==> config.mk <==
export PLATFORM = sky130hd
export DESIGN_NAME = setv_stepper
export DESIGN_NICKNAME = d
export VERILOG_FILES = /design/src/rtl/setv_pkg.sv /design/src/rtl/setv_pulse_timer.sv /design/src/rtl/setv_volt_step.sv /design/src/rtl/setv_trial_ctr.sv /design/src/rtl/setv_stepper.sv
export SDC_FILE = /design/constraint.sdc
export NUM_CORES = 1
export LEC_CHECK = 0
export ABC_CLOCK_PERIOD_IN_PS = 1700
export CORE_MARGIN = 2
export CORE_UTILIZATION = 43
export CTS_BUF_LIST = sky130_fd_sc_hd__clkbuf_8
export CTS_CLUSTER_SIZE = 40
export DETAILED_ROUTE_END_ITERATION = 16
export PLACE_DENSITY_LB_ADDON = 0.12
export SKIP_LAST_GASP = 1
export SLEW_MARGIN = 20
export SYNTH_ARGS = -nofsm -noshare
export SYNTH_HDL_FRONTEND = slang
export SYNTH_SLANG_ARGS = --single-unit
export TNS_END_PERCENT = 100
==> constraint.sdc <==
create_clock -name clk -period 1.7 [get_ports clk]
set_input_delay 0.17 -clock clk [delete_from_list [all_inputs] [get_ports clk]]
set_output_delay 0.17 -clock clk [all_outputs]
set_load 0.05 [all_outputs]
==> src/rtl/setv_pkg.sv <==
package setv_pkg;
   typedef enum logic [1:0] {
      ST_IDLE  = 2'd0,
      ST_PULSE = 2'd1,
      ST_READ  = 2'd2,
      ST_DONE  = 2'd3
   } setv_state_e;
endpackage

==> src/rtl/setv_pulse_timer.sv <==
module setv_pulse_timer #(
   parameter int PULSE_CYC = 20
) (
   input  logic clk,
   input  logic rst_n,
   input  logic load_i,
   input  logic run_i,
   output logic last_o
);
   localparam int CW = (PULSE_CYC > 1) ? $clog2(PULSE_CYC) : 1;

   logic [CW-1:0] cnt_q;

   always_ff @(posedge clk or negedge rst_n) begin
      if (!rst_n)
         cnt_q <= '0;
      else if (load_i)
         cnt_q <= CW'(PULSE_CYC - 1);
      else if (run_i && cnt_q != '0)
         cnt_q <= cnt_q - 1'b1;
   end

   assign last_o = (cnt_q == '0);

   // the count stays inside the configured pulse length
   assert_cnt_range_R2: assert property (@(posedge clk) disable iff (!rst_n)
      cnt_q <= CW'(PULSE_CYC - 1));
endmodule

==> src/rtl/setv_volt_step.sv <==
module setv_volt_step #(
   parameter int VW   = 6,
   parameter int VMAX = 40
) (
   input  logic          clk,
   input  logic          rst_n,
   input  logic          load_i,
   input  logic [VW-1:0] init_i,
   input  logic          step_i,
   output logic [VW-1:0] code_o
);
   localparam logic [VW-1:0] CMAX = VW'(VMAX);

   logic [VW-1:0] code_q;

   always_ff @(posedge clk or negedge rst_n) begin
      if (!rst_n)
         code_q <= '0;
      else if (load_i)
         code_q <= (init_i > CMAX) ? CMAX : init_i;
      else if (step_i && code_q < CMAX)
         code_q <= code_q + 1'b1;
   end

   assign code_o = code_q;

   assert_code_ceiling_R4: assert property (@(posedge clk) disable iff (!rst_n)
      code_q <= CMAX);
   assert_code_step_R4: assert property (@(posedge clk) disable iff (!rst_n)
      (step_i && !load_i && code_q < CMAX) |=> code_q == VW'($past(code_q) + 1'b1));
   assert_code_hold_sat_R4: assert property (@(posedge clk) disable iff (!rst_n)
      (step_i && !load_i && code_q == CMAX) |=> $stable(code_q));
endmodule

==> src/rtl/setv_trial_ctr.sv <==
module setv_trial_ctr #(
   parameter int TRIAL_LIMIT = 21,
   parameter int NW = 5
) (
   input  logic          clk,
   input  logic          rst_n,
   input  logic          load_i,
   input  logic          inc_i,
   output logic [NW-1:0] trial_o,
   output logic          last_o
);
   logic [NW-1:0] trial_q;

   always_ff @(posedge clk or negedge rst_n) begin
      if (!rst_n)
         trial_q <= '0;
      else if (load_i)
         trial_q <= NW'(1);
      else if (inc_i)
         trial_q <= trial_q + 1'b1;
   end

   assign trial_o = trial_q;
   assign last_o  = (trial_q == NW'(TRIAL_LIMIT));

   assert_trial_bound_R8: assert property (@(posedge clk) disable iff (!rst_n)
      trial_q <= NW'(TRIAL_LIMIT));
   assert_trial_inc_R7: assert property (@(posedge clk) disable iff (!rst_n)
      (inc_i && !load_i) |=> trial_q == NW'($past(trial_q) + 1'b1));
endmodule

==> src/rtl/setv_stepper.sv <==
module setv_stepper
   import setv_pkg::*;
#(
   parameter int VW          = 6,
   parameter int VMAX        = 40,
   parameter int PULSE_CYC   = 20,
   parameter int TRIAL_LIMIT = 21,
   parameter int NW          = $clog2(TRIAL_LIMIT + 1)
) (
   input  logic          clk,
   input  logic          rst_n,
   input  logic          start_i,
   input  logic [VW-1:0] vinit_i,
   input  logic          rd_done_i,
   input  logic          rd_pass_i,
   output logic          pulse_o,
   output logic [VW-1:0] pulse_code_o,
   output logic          rd_req_o,
   output logic          busy_o,
   output logic          done_o,
   output logic          pass_o,
   output logic          fail_o,
   output logic [NW-1:0] trial_o
);
   if (VMAX < 1 || VMAX >= (1 << VW)) begin : g_bad_vmax
      $error("setv_stepper: VMAX must fit in VW bits");
   end
   if (PULSE_CYC < 1) begin : g_bad_pulse
      $error("setv_stepper: PULSE_CYC must be at least 1");
   end
   if (TRIAL_LIMIT < 1 || TRIAL_LIMIT >= (1 << NW)) begin : g_bad_limit
      $error("setv_stepper: TRIAL_LIMIT must fit in NW bits");
   end

   setv_state_e state_q, state_d;
   logic        pass_q, fail_q;
   logic        launch, retry, t_last, n_last;

   wire idle_like = (state_q == ST_IDLE) || (state_q == ST_DONE);
   assign launch  = idle_like && start_i;
   assign retry   = (state_q == ST_READ) && rd_done_i && !rd_pass_i && !n_last;

   always_comb begin
      state_d = state_q;
      unique case (state_q)
         ST_IDLE, ST_DONE: if (start_i) state_d = ST_PULSE;
         ST_PULSE:         if (t_last)  state_d = ST_READ;
         ST_READ: begin
            if (rd_done_i) state_d = (rd_pass_i || n_last) ? ST_DONE : ST_PULSE;
         end
         default: state_d = ST_IDLE;
      endcase
   end

   always_ff @(posedge clk or negedge rst_n) begin
      if (!rst_n) begin
         state_q <= ST_IDLE;
         pass_q  <= 1'b0;
         fail_q  <= 1'b0;
      end else begin
         state_q <= state_d;
         if (launch) begin
            pass_q <= 1'b0;
            fail_q <= 1'b0;
         end else if (state_q == ST_READ && rd_done_i) begin
            pass_q <= rd_pass_i;
            fail_q <= !rd_pass_i && n_last;
         end
      end
   end

   setv_pulse_timer #(.PULSE_CYC(PULSE_CYC)) u_timer (
      .clk(clk), .rst_n(rst_n),
      .load_i(launch || retry),
      .run_i(state_q == ST_PULSE),
      .last_o(t_last)
   );

   setv_volt_step #(.VW(VW), .VMAX(VMAX)) u_volt (
      .clk(clk), .rst_n(rst_n),
      .load_i(launch), .init_i(vinit_i),
      .step_i(retry),
      .code_o(pulse_code_o)
   );

   setv_trial_ctr #(.TRIAL_LIMIT(TRIAL_LIMIT), .NW(NW)) u_trial (
      .clk(clk), .rst_n(rst_n),
      .load_i(launch), .inc_i(retry),
      .trial_o(trial_o), .last_o(n_last)
   );

   assign pulse_o  = (state_q == ST_PULSE);
   assign rd_req_o = (state_q == ST_READ);
   assign busy_o   = pulse_o || rd_req_o;
   assign done_o   = (state_q == ST_DONE);
   assign pass_o   = pass_q;
   assign fail_o   = fail_q;

   assert_pulse_read_excl_R5: assert property (@(posedge clk) disable iff (!rst_n)
      !(pulse_o && rd_req_o));
   assert_read_held_R5: assert property (@(posedge clk) disable iff (!rst_n)
      (rd_req_o && !rd_done_i) |=> rd_req_o);
   assert_status_onehot_R6: assert property (@(posedge clk) disable iff (!rst_n)
      $onehot0({pass_o, fail_o}));
   assert_fail_at_limit_R8: assert property (@(posedge clk) disable iff (!rst_n)
      fail_o |-> trial_o == NW'(TRIAL_LIMIT));
   assert_status_hold_R9: assert property (@(posedge clk) disable iff (!rst_n)
      (done_o && !start_i) |=> ($stable(trial_o) && $stable(pass_o) && $stable(fail_o)));
   assert_busy_ignores_start_R9: assert property (@(posedge clk) disable iff (!rst_n)
      (pulse_o && !t_last) |=> (pulse_o && $stable(pulse_code_o)));
endmodule

After elaboration in Yosys (flattened, before gate mapping)
Cells that the tools add are included.
Storage, ports and cells
  output and inout bits: 17
  flip-flop bits (word level): 20
  input port bits: 11
  word-level logic and storage cells: 56
Cells by class
  mux-type cells: 16
  reduce and logical (&&, ||, !) cells: 22
  $lt $le $gt $ge: 2
  eq/ne operators: 7
  add/subtract/negate cells: 3
Operators with widths (number)
  $mux W5: 4
  $mux W6: 3
  $mux W2: 4
  $reduce_bool A2 Y1: 4
  $logic_and A1 B1 Y1: 7
  $add A6 B1 Y6 const B: 1
  $gt A6 B6 Y1 const B: 1
  $lt A6 B6 Y1 const B: 1
  $pmux W2 S3: 1
  $add A5 B1 Y5 const B: 1
  $eq A5 B5 Y1 const B: 1
  $logic_not A5 Y1: 1
  $reduce_bool A5 Y1: 1
  $sub A5 B1 Y5 const B: 1
  $eq A2 B2 Y1 const B: 2
  $logic_or A1 B1 Y1: 4
  $mux W1: 4
  $ne A2 B2 Y1 const B: 2
  $reduce_and A3 Y1: 1
  $eq A2 B1 Y1 const B: 1
  $logic_not A1 Y1: 2
  $logic_not A2 Y1: 1
  $ne A2 B1 Y1 const B: 1
  $reduce_or A2 Y1: 1

Logic depth before layout (Yosys ltp)
  word-level depth: 7
  mapped depth: 7
  gate-level depth less buffers: 6

By module
From an unflattened synthesis, not the netlist that was laid out.
Second synthesis, totals
  cells, all modules: 123
  area, all modules: 1211.2 µm²
By module, submodules not included
  setv_volt_step: sequential area each 150.1 µm², cells an instance 42, area each 372.9 µm², times used 1
  setv_pulse_timer: sequential area each 125.1 µm², cells an instance 26, area each 284.0 µm², times used 1
  setv_trial_ctr: sequential area each 125.1 µm², cells an instance 25, area each 282.8 µm², times used 1
  setv_stepper: sequential area each 100.1 µm², cells an instance 30, area each 271.5 µm², times used 1

Worst setup path before layout
No wires, ideal clock.
  path kind: reg-to-reg
  from: reg state_q[0]
  to: reg u_volt.code_q[3], in the netlist u_volt.code_o[3]
  path slack: -0.293 ns
  arrival time: 1.911 ns
  path buffers: 1
  setup time: 0.082 ns
  stages on the path, launching flop included: 8
  period minus slack after synthesis: 1.993 ns
  data required time: 1.618 ns
  path through: dfrtp_1 > inv_1 > ha_1 > and3b_1 > buf_4 > nand2_1 > or3_1 > a31oi_1
On the way
  cells in the longest elaborated chain, start to end: 6
  elaborated cells between the ends (all ways): 11
  those cells by class: 2 x eq/ne; 1 x mux; 8 x reduce/logical
RTL lines
  start, declared: line setv_stepper.sv:35  | setv_state_e state_q, state_d;
  start signal, assigned: line setv_stepper.sv:61  | state_q <= state_d;
  $eq A2 B2 Y1
  net rd_req_o: line setv_stepper.sv:18  | output logic rd_req_o,
  $logic_and A1 B1 Y1 (3 in a row): line setv_stepper.sv:41  | assign retry = (state_q == ST_READ) && rd_done_i && !rd_pass_i && !n_last;
  $logic_and A1 B1 Y1: line setv_volt_step.sv:21  | else if (step_i && code_q < CMAX)
  $reduce_bool A2 Y1 (no source line)
  end signal, assigned: line setv_volt_step.sv:20  | code_q <= (init_i > CMAX) ? CMAX : init_i;
  end signal, assigned: line setv_volt_step.sv:22  | code_q <= code_q + 1'b1;
  end, declared: line setv_volt_step.sv:14  | logic [VW-1:0] code_q;
The timed path passes the listed nets, and every way through them passes these cells.
A chain may end at the register's enable or synchronous reset.

Final worst setup path
  from: reg u_timer.cnt_q[0]
  to: reg state_q[1]
On the way
  cells in the longest elaborated chain, start to end: 3
RTL lines
  start, declared: line setv_pulse_timer.sv:12  | logic [CW-1:0] cnt_q;
  start signal, assigned: line setv_pulse_timer.sv:18  | cnt_q <= CW'(PULSE_CYC - 1);
  start signal, assigned: line setv_pulse_timer.sv:20  | cnt_q <= cnt_q - 1'b1;
  $logic_not A5 Y1: line setv_pulse_timer.sv:23  | assign last_o = (cnt_q == '0);
  $ne A2 B1 Y1 (no source line)
  $reduce_and A3 Y1 (no source line)
Every way passes these cells.

==> impl_results.md <==
- Core outline area: around 2500 µm²
- Largest net degree at the start of global routing: 21
- Outcome: complete, no violations
- Setup WS post-layout: 0.0388 ns
- Die ar.: 3090 µm²
- Number of synthesized register bits: 20
- Crit Path Category: reg -> reg
- Final Hold Vio Count: 0
- DR top layer: met4
- ANT nets after route: 0
- Initial Util: 0.457
- Post-synthesis cell type count: 38
- # IOs: 28
- Vias per inst: 5.54
- Routed length on met3: 113 µm
- Most common cell after layout, fill and taps aside: buf_4
- Wire per inst: ~14 µm
- Maximum capacitance violations: 0
- P per Cell Area: roughly 2000 nW/µm²
- Maximum vdd drop: 1340 µV
- Inserted Clock Buffers: 3
- CP Launch Type: register
- Slew margin rel.: 0.673
- Hold crit path type: in -> async
- Wire length on met2: ~1.3 mm
- Remaining global-route overflow: 0
- Root buf cell: clkbuf_8
- H-tree Lvls: 1
- CP max FO: 5
- Finished Cell Area: around 1600 µm²
- # setup viols final: 0
- Least-Margin Pin Slew: between 0.4 and 0.5 ns
- Worst EP required: 1.88 ns
- Die H: approximately 56 µm
- Vias post-DR: 1,024
- GRT Util Overall: 0.162
- DRT Wirelength: 2.62 mm
- Sink Count: 20
- Post-placement setup slack: ~0.026 ns
- Drt pass-1 iters: 4
- Worst EP arrival: about 1.8 ns
- Post-Syn Instances: around 120
- Period utilization: 0.977
- Die W: ~56 µm
- Share of layout cells above drive strength 1: 0.277
- Final Skew: 0.00218 ns
- RSZ-0062 raised after global routing: true
- Instance area at placement: ~1500 µm²
- Most frequent cells in the layout: buf_4 (22), dfrtp_1 (18), clkdlybuf4s50_1 (12), nand2_1 (10), inv_1 (6)
- First-pass GRT wire length: about 4 mm
- Vias in the first global route: between 800 and 900
- Drt first-iter violations: 31
- CP Capture Type: register
- Final RePlAce weighted congestion: a little over 0.8
- Max Fclk: about 600 MHz
- Initial antenna violation count: 0
- CTS tree: done
- # diodes: 0
- Residual DRC: 0
- Post-Route M1 WL: ~1.2 mm
- Leakage dissipation: just over 0.7 nW
- Synthesized cell area: 1140 µm²
- Clock Latency Late Sink: roughly 0.26 ns
- Cell Rows: 18
- Yosys warnings: 0
- Mapped Nets: about 130
- Tmin final: 1.66 ns
- Syn avg cell area: just under 10 µm²
- I/O Buffers: 27
- DPL Wire Length: approximately 2.0 mm
- Hold-fix buffers at CTS: 0
- Maximum clock insertion buffer count: 2
- Layout area overhead: 42.7%
- Clk slew on worst S/H paths: roughly 0.07 ns
- Pins over their slew limit: 0
- Sequential share of the synthesized area: 0.438
- Final net count: roughly 180
-- path summary, 6_finish.rpt --
check / from / end / slack [ns] / cells after the start
setup / recovery: u_timer.cnt_q[0]$_DFFE_PN0P_ / state_q[1]$_DFFE_PN0P_ / 0.04 / 6
hold / removal: rst_n / pass_o$_DFFE_PN0P_ / 0.25 / 2
max in group asynchronous: rst_n / u_trial.trial_o[1]$_DFFE_PN0P_ / 1.22 / 2
min in group clk: vinit_i[1] / u_volt.code_o[1]$_DFFE_PN0P_ / 0.49 / 2
setup reg to reg: u_timer.cnt_q[0]$_DFFE_PN0P_ / state_q[1]$_DFFE_PN0P_ / 0.04 / 6
hold reg to reg: u_timer.cnt_q[4]$_DFFE_PN0P_ / u_timer.cnt_q[4]$_DFFE_PN0P_ / 0.49 / 2
-- sequential cells by signal, summed over array words and instances, names as in the netlist --
| name | cells |
|---|---|
| u_volt.code_o | 6 |
| u_timer.cnt_q | 5 |
| u_trial.trial_o | 5 |
| state_q | 2 |
| fail_o | 1 |
| pass_o | 1 |
-- worst max-delay path, cell delays in order (launching register included) --
cell and delay, ns:
dfrtp_1 0.40, inv_2 0.07, ha_2 0.20, or4b_4 0.51, nand2_4 0.11, o221ai_1 0.11
o22ai_1 0.19
-- power by group --
part	leakage [nW]	switching [W]	internal, W
clock	0.0288	0.000163	0.000206
sequential	0.246	0.000161	0.000651
combinational	0.443	0.00116	0.000840
total	0.717	0.00148	0.00170
-- kinds of logic after synthesis --
logic type                 Yosys count  synth area share
xor gates and xnor gates             8            0.0613
adders and majority gates            8            0.0875
and+or+nand+nor                     41             0.211
buffers and inverters               10            0.0361
DFF                                 20             0.438
muxes                                2            0.0175
AOI/OAI and AO/OA                   26             0.149
-- layer usage --
metal | track usage | vias to the layer above
met1 | 0.219 | 490
li1 | - | 502
met5 | 0 | -
met2 | 0.257 | 28
met4 | 0.0627 | 0
met3 | 0.0326 | 4
-- cell type report --
class,instances,area (µm²)
fill,205,868
multi-input combinational,85,641
sequential,20,503
timing repair buffer,38,365
clock buffer,4,55.1
tap,30,37.5
inverter,8,30.0
-- through the flow --
step	hold slack [ns]	setup TNS, ns	total power (W)	util	cells
CTS	0.259	0	0.00314	0.641	183
floorplan	-0.126	0	0.00206	-	115
detailed placement	0.472	0	0.00276	0.619	179
global route	0.263	-0.0257	0.00338	0.653	185
finish	0.249	0	0.00318	0.653	185
global placement	0.467	0	0.00272	0.619	179
-- synthesized netlist by cell type --
cell type / count / area [µm²]
and4b_1: 1 / 10.0
a21boi_0: 1 / 7.51
inv_1: 8 / 30.0
o211ai_1: 1 / 7.51
nand2_1: 10 / 37.5
dfrtp_1: 20 / 500
nand2_4: 1 / 11.3
nand4_1: 3 / 18.8
o31ai_1: 1 / 7.51
o21ai_0: 4 / 20.0
or4bb_2: 1 / 12.5
nor3_1: 3 / 15.0
a31oi_1: 2 / 12.5
o221ai_1: 1 / 8.76
and2_1: 1 / 6.26
a22oi_1: 1 / 7.51
mux2i_1: 2 / 20.0
xnor2_1: 5 / 43.8
nand3b_1: 1 / 7.51
nor3b_1: 1 / 7.51
nand2b_1: 1 / 6.26
nand4b_1: 2 / 17.5
a22o_1: 2 / 17.5
nand3_1: 5 / 25.0
nor2_1: 6 / 22.5
a21oi_1: 6 / 30.0
o2bb2ai_1: 1 / 8.76
a211oi_1: 2 / 15.0
or3_1: 2 / 12.5
or4b_4: 1 / 13.8
xor2_1: 3 / 26.3
and4_1: 1 / 8.76
and3b_1: 1 / 8.76
ha_1: 8 / 100
o21a_1: 2 / 15.0
clkbuf_1: 1 / 3.75
o22ai_1: 2 / 12.5
buf_4: 1 / 7.51
-- timing repair --
item / CTS / global route
setup endpoints to repair: 0 / 6
gates resized for setup: 0 / 5
buffers inserted: 0 / 2
No activity file was read; power rests on OpenSTA's default activity.
